**src/rtl/prot_id_pkg.sv**
```systemverilog
package prot_id_pkg;

    localparam int unsigned NUM_SLOTS  = 4;
    localparam int unsigned SLOT_SEL_W = $clog2(NUM_SLOTS);

    typedef enum logic [1:0] {
        ACC_READ  = 2'd0,
        ACC_WRITE = 2'd1,
        ACC_EXEC  = 2'd2
    } acc_kind_e;

    typedef struct packed {
        logic ex;
        logic wr;
        logic rd;
    } perm_t;

    // Control indices 8, 9, 12 and 13 hold the protection IDs.
    function automatic logic is_pid_index(input logic [4:0] idx);
        return (idx == 5'd8) || (idx == 5'd9) || (idx == 5'd12) || (idx == 5'd13);
    endfunction

    function automatic logic [SLOT_SEL_W-1:0] slot_of(input logic [4:0] idx);
        logic [SLOT_SEL_W-1:0] s;
        case (idx)
            5'd9:    s = 2'd1;
            5'd12:   s = 2'd2;
            5'd13:   s = 2'd3;
            default: s = 2'd0;
        endcase
        return s;
    endfunction

endpackage

```
**src/rtl/pid_regfile.sv**
```systemverilog
module pid_regfile
    import prot_id_pkg::*;
#(
    parameter int unsigned WORD_W = 32,
    parameter int unsigned IDX_W  = 5
) (
    input  logic                               clk,
    input  logic                               rst,
    input  logic                               wr_en,
    input  logic [IDX_W-1:0]                   wr_idx,
    input  logic [WORD_W-1:0]                  wr_data,
    output logic [NUM_SLOTS-1:0][WORD_W-1:0]   pid_q,
    output logic                               pid_wr_hit
);

    logic [4:0] idx5;
    assign idx5       = 5'(wr_idx);
    assign pid_wr_hit = wr_en && is_pid_index(idx5);

    for (genvar s = 0; s < NUM_SLOTS; s++) begin : g_slot
        always_ff @(posedge clk) begin
            if (rst) begin
                pid_q[s] <= '0;
            end else if (pid_wr_hit && (slot_of(idx5) == SLOT_SEL_W'(s))) begin
                pid_q[s] <= wr_data;
            end
        end
    end

endmodule

```
**src/rtl/pid_matcher.sv**
```systemverilog
module pid_matcher
    import prot_id_pkg::*;
#(
    parameter int unsigned WORD_W = 32,
    localparam int unsigned ID_W  = WORD_W - 1
) (
    input  logic [NUM_SLOTS-1:0][WORD_W-1:0] pid_q,
    input  logic [ID_W-1:0]                  acc_id,
    input  logic                             prot_en,
    output logic                             id_hit
);

    logic [WORD_W-1:0]    probe;
    logic [NUM_SLOTS-1:0] slot_eq;

    // Identifier shifted up, write-disable flag forced on.
    assign probe = {acc_id, 1'b1};

    for (genvar s = 0; s < NUM_SLOTS; s++) begin : g_cmp
        assign slot_eq[s] = (pid_q[s] == probe);
    end

    assign id_hit = prot_en && (acc_id != '0) && (|slot_eq);

endmodule

```
**src/rtl/flush_gen.sv**
```systemverilog
module flush_gen #(
    parameter int unsigned CTX_W = 4
) (
    input  logic             clk,
    input  logic             rst,
    input  logic             prot_en,
    input  logic             pid_wr_hit,
    output logic             flush_req,
    output logic [CTX_W-1:0] flush_mask
);

    logic en_q;
    logic trigger;

    assign trigger = (prot_en != en_q) || (pid_wr_hit && prot_en);

    always_ff @(posedge clk) begin
        if (rst) begin
            en_q      <= 1'b0;
            flush_req <= 1'b0;
        end else begin
            en_q      <= prot_en;
            flush_req <= trigger;
        end
    end

    assign flush_mask = {CTX_W{flush_req}};

endmodule

```
**src/rtl/prot_id_guard.sv**
```systemverilog
module prot_id_guard
    import prot_id_pkg::*;
#(
    parameter int unsigned WORD_W = 32,
    parameter int unsigned IDX_W  = 5,
    parameter int unsigned CTX_W  = 4,
    localparam int unsigned ID_W  = WORD_W - 1
) (
    input  logic              clk,
    input  logic              rst,
    input  logic              cr_we,
    input  logic [IDX_W-1:0]  cr_idx,
    input  logic [WORD_W-1:0] cr_wdata,
    input  logic              psw_prot_en,
    input  logic              acc_valid,
    input  logic [1:0]        acc_type,
    input  logic [ID_W-1:0]   acc_id,
    input  logic [2:0]        perm_in,
    output logic [2:0]        perm_out,
    output logic              prot_fault,
    output logic              flush_req,
    output logic [CTX_W-1:0]  flush_mask
);

    logic [NUM_SLOTS-1:0][WORD_W-1:0] pid_q;
    logic                             pid_wr_hit;
    logic                             id_hit;
    perm_t                            perm_raw;
    perm_t                            perm_flt;
    acc_kind_e                        kind;

    pid_regfile #(.WORD_W(WORD_W), .IDX_W(IDX_W)) regs_i (
        .clk       (clk),
        .rst       (rst),
        .wr_en     (cr_we),
        .wr_idx    (cr_idx),
        .wr_data   (cr_wdata),
        .pid_q     (pid_q),
        .pid_wr_hit(pid_wr_hit)
    );

    pid_matcher #(.WORD_W(WORD_W)) match_i (
        .pid_q  (pid_q),
        .acc_id (acc_id),
        .prot_en(psw_prot_en),
        .id_hit (id_hit)
    );

    flush_gen #(.CTX_W(CTX_W)) flush_i (
        .clk       (clk),
        .rst       (rst),
        .prot_en   (psw_prot_en),
        .pid_wr_hit(pid_wr_hit),
        .flush_req (flush_req),
        .flush_mask(flush_mask)
    );

    assign kind     = acc_kind_e'(acc_type);
    assign perm_raw = perm_t'(perm_in);

    always_comb begin
        perm_flt = perm_raw;
        if (id_hit) begin
            perm_flt.wr = 1'b0;
        end
    end

    assign perm_out   = perm_flt;
    assign prot_fault = acc_valid && id_hit && (kind == ACC_WRITE);

endmodule

```
**config.mk**
```make
export PLATFORM = sky130hd
export DESIGN_NAME = prot_id_guard
export DESIGN_NICKNAME = d
export VERILOG_FILES = /design/src/rtl/prot_id_pkg.sv /design/src/rtl/pid_regfile.sv /design/src/rtl/pid_matcher.sv /design/src/rtl/flush_gen.sv /design/src/rtl/prot_id_guard.sv
export SDC_FILE = /design/constraint.sdc
export NUM_CORES = 1
export LEC_CHECK = 0
export ABC_AREA = 1
export BUFFER_PORTS_ARGS = -buffer_cell sky130_fd_sc_hd__buf_2
export CELL_PAD_IN_SITES_DETAIL_PLACEMENT = 0
export CELL_PAD_IN_SITES_GLOBAL_PLACEMENT = 2
export CORE_MARGIN = 1.5
export CORE_UTILIZATION = 32
export DETAILED_ROUTE_END_ITERATION = 16
export PLACE_DENSITY = 0.88
export SLEW_MARGIN = 20
export SYNTH_ARGS = -nofsm -noshare
export SYNTH_HDL_FRONTEND = slang
export SYNTH_HIERARCHICAL = 1
export SYNTH_SLANG_ARGS = --single-unit
export TNS_END_PERCENT = 50
```
**constraint.sdc**
```tcl
create_clock -name clk -period 1.5 [get_ports clk]
set_clock_uncertainty 0.2 [all_clocks]
set_input_delay 0.075 -clock clk [delete_from_list [all_inputs] [get_ports clk]]
set_output_delay 0.075 -clock clk [all_outputs]
set_load 0.02 [all_outputs]
```
==> impl_metrics.toml <==
[clock_tree]
cts_tree = "done"
numCtsBuffers = 17
postCtsSetupBuffers = 0
clk_path_buf_depth = 2
clock-sinks = 130
htree_levels = 4
cts_root_buffer = "clkbuf_16"
clk_pin_slew_ns = 0.07
clock_latency_ns = 0.42

[worst_setup_path]
worstRegToRegCells = 3
worst-endpoint-required_ns = 1.22
reg2reg_slack_ns = 0.62
critical_path.max_fanout = 2
crit_arrival_ns = 2.01
startpoint_type = "flip-flop"
crit_path_end_kind = "output port"
critPathKind = "flip-flop to output port"

[detailed_routing]
met2_length_um = 13400
top_layer_used = "met4"
vias = 8352
first_pass_iters = 5
routed_wl_um = 29400
drt_iter0_markers = 568
wl_met1_um = 13900
ant_nets = 0
wl_per_cell_um = 16.4
route.met3.wl_um = 1380
route.detailed.drc = 0
viasPerCell = 4.66

[layout]
design_area_um2 = 10200
diodes = 0
areaGrowthSynthToFinish_pct = 26.2
seq_area_um2 = 2640
nNetsFinal = 1532
nFillCells = 2734
final_common_cell = "nand2_1"
multiInputGateArea_um2 = 4300
final_cell_mix = "nand2_1, nor2_1, inv_1"
drive_gt1_share_pct = 19.2

[global_route]
grt_pass1_vias = 7951
overflow = 0
grt_pass1_wl_um = 45300
antenna_found_initial = 0
grt_util_all_layers_pct = 23.1
grt_max_degree = 67

[sta]
worstMarginPinSlew_ns = 0.412
period_needed_ns = 2.29
finalCritPeriodShare_pct = 152
setup_ws_ns = -0.786
hold_violations = 0
slew_headroom_pct = 72.5
slew_viol_final = 0
max_freq_mhz = 438
rsz0062_at_grt = "yes"
hold_slack_ns = 0.0598
setup_viol_count_final = 2

[logic_synthesis]
synth_top_area_share_pct = 32.2
syn_area_per_cell_um2 = 6.04
synth_area_um2 = 8080
yosysWarnings = 6
seq_area_frac_synth_pct = 32.2
synth_fp_nets = 1415
syn_inst = 1337
ys_types = 24
yosys_register_bits = 130
yosysTopAreaCell = "dfxtp_1"
synth_area_leaders = "dfxtp_1, nand2_1, nor2_1"

[die]
die_x_um = 162
boundaryPins = 87
core-area_um2 = 24500
die-area_um2 = 26200
initial_core_util_pct = 32.9
rows = 57
die_height_um = 162

[placement]
portBuffers = 82
gp_congestion = 0.910
dp_hpwl_um = 21700
placed_cell_area_um2 = 9030

[power]
swShare_pct = 27.4
internal_power_uw = 6710
clkPwrFrac_pct = 47.4
vdd_drop_max_v = 0.000624
finalPower_uw = 9240
power.net_switching_uw = 2540
seqPwrFrac_pct = 38.3
p_leak_uw = 0.00452
powerDensity_nw_per_um2 = 907
power_frac_comb_pct = 14.3

[min_path]
hp-class = "input port to flip-flop"
holdPathStages = 6

[status]
status = "finished with violations"
violations = "setup timing"

[run]
cap_viol_max_count = 0
[critical path, cell delays in order, from the launching register on]
cell,delay [ns]
dfxtp_2,0.34
xnor2_1,0.16
nand2_2,0.12
nor2_2,0.11
nand2_1,0.07
nor2_2,0.14
nand2_1,0.06
nand2_1,0.08
nor2_2,0.05
nor2_4,0.13
nand2_2,0.08
nor2_4,0.10
buf_6,0.12
[timing repair]
| action | in CTS | in global routing |
|---|---|---|
| hold buffers | 37 | 0 |
| gates resized for setup | 31 | 34 |
| endpoints found under the hold margin | 132 | 0 |
| pin swaps | 11 | 18 |
| setup endpoints to repair | 2 | 2 |
[layer usage]
metal	global-route usage, %	vias up
met2	37.2	204
met5	0	-
met4	8.42	0
li1	-	4324
met3	3.75	36
met1	31.0	3788
[final timing paths]
path                                  startpoint                to
worst max-delay path             regs_i/pid_q[7]        prot_fault
worst min register to register   regs_i/pid_q[0]   regs_i/pid_q[0]
worst max register to register  regs_i/pid_q[29]  regs_i/pid_q[29]
worst min-delay path                   cr_idx[0]  regs_i/pid_q[34]
[through the flow]
step / cells / setup TNS, ns / util [%] / setup slack [ns]
2_1_floorplan: 1337 / 0 / - / 0.0139
3_3_place_gp: 1723 / -1.25 / 36.8 / -0.686
3_5_place_dp: 1723 / -1.23 / 36.8 / -0.682
4_1_cts: 1791 / -1.58 / 41.2 / -0.826
5_1_grt: 1791 / -1.69 / 41.5 / -0.895
6_report: 1791 / -1.48 / 41.5 / -0.786
[cells in the mapped netlist]
cell and n:
inv_4 1, dfxtp_1 130, buf_1 2, a21boi_2 1
nand2_1 411, inv_2 27, nor3_1 1, inv_1 154
buf_2 29, buf_4 18, nor4_1 7, clkinv_1 10
nand2_4 1, nor2_1 307, clkbuf_1 10, nand3_2 2
nand3_1 4, nor2_4 4, o21ai_1 6, nor2_2 4
nand4_1 142, xnor2_1 38, o21ai_0 3, buf_6 25
[state kept, by name, indices dropped and copies added (netlist names)]
signal	cells
regs_i/pid_q	128
flush_i/en_q	1
flush_i/flush_req	1
[area by class of cell]
cell class | count | share of cell area (%)
Timing Repair Buffer | 182 | 14.8
Sequential cell | 130 | 25.9
Multi-Input combinational cell | 931 | 42.2
Inverter | 192 | 7.11
Clock inverter | 13 | 1.56
Tap cell | 324 | 3.98
Clock buffer | 19 | 4.44
[kinds of logic (layout without fill, tap and decap cells)]
family	after synthesis	in the layout	share of synthesized area (%)
compound gates	10	10	0.697
flops	130	130	32.2
simple gates	883	883	46.5
buf+inv	276	406	16.5
xor+xnor	38	38	4.12
[power by group through the flow]
| stage | clock [uW] | sequential, uW | combinational (uW) |
|---|---|---|---|
| 2_1_floorplan | 0 | 3610 | 732 |
| 3_3_place_gp | 0 | 3610 | 1210 |
| 3_5_place_dp | 0 | 3610 | 1210 |
| 4_1_cts | 4460 | 3540 | 1310 |
| 5_1_grt | 4610 | 3550 | 1450 |
| 6_report | 4380 | 3540 | 1320 |
No activity file was read; power rests on OpenSTA's default activity.
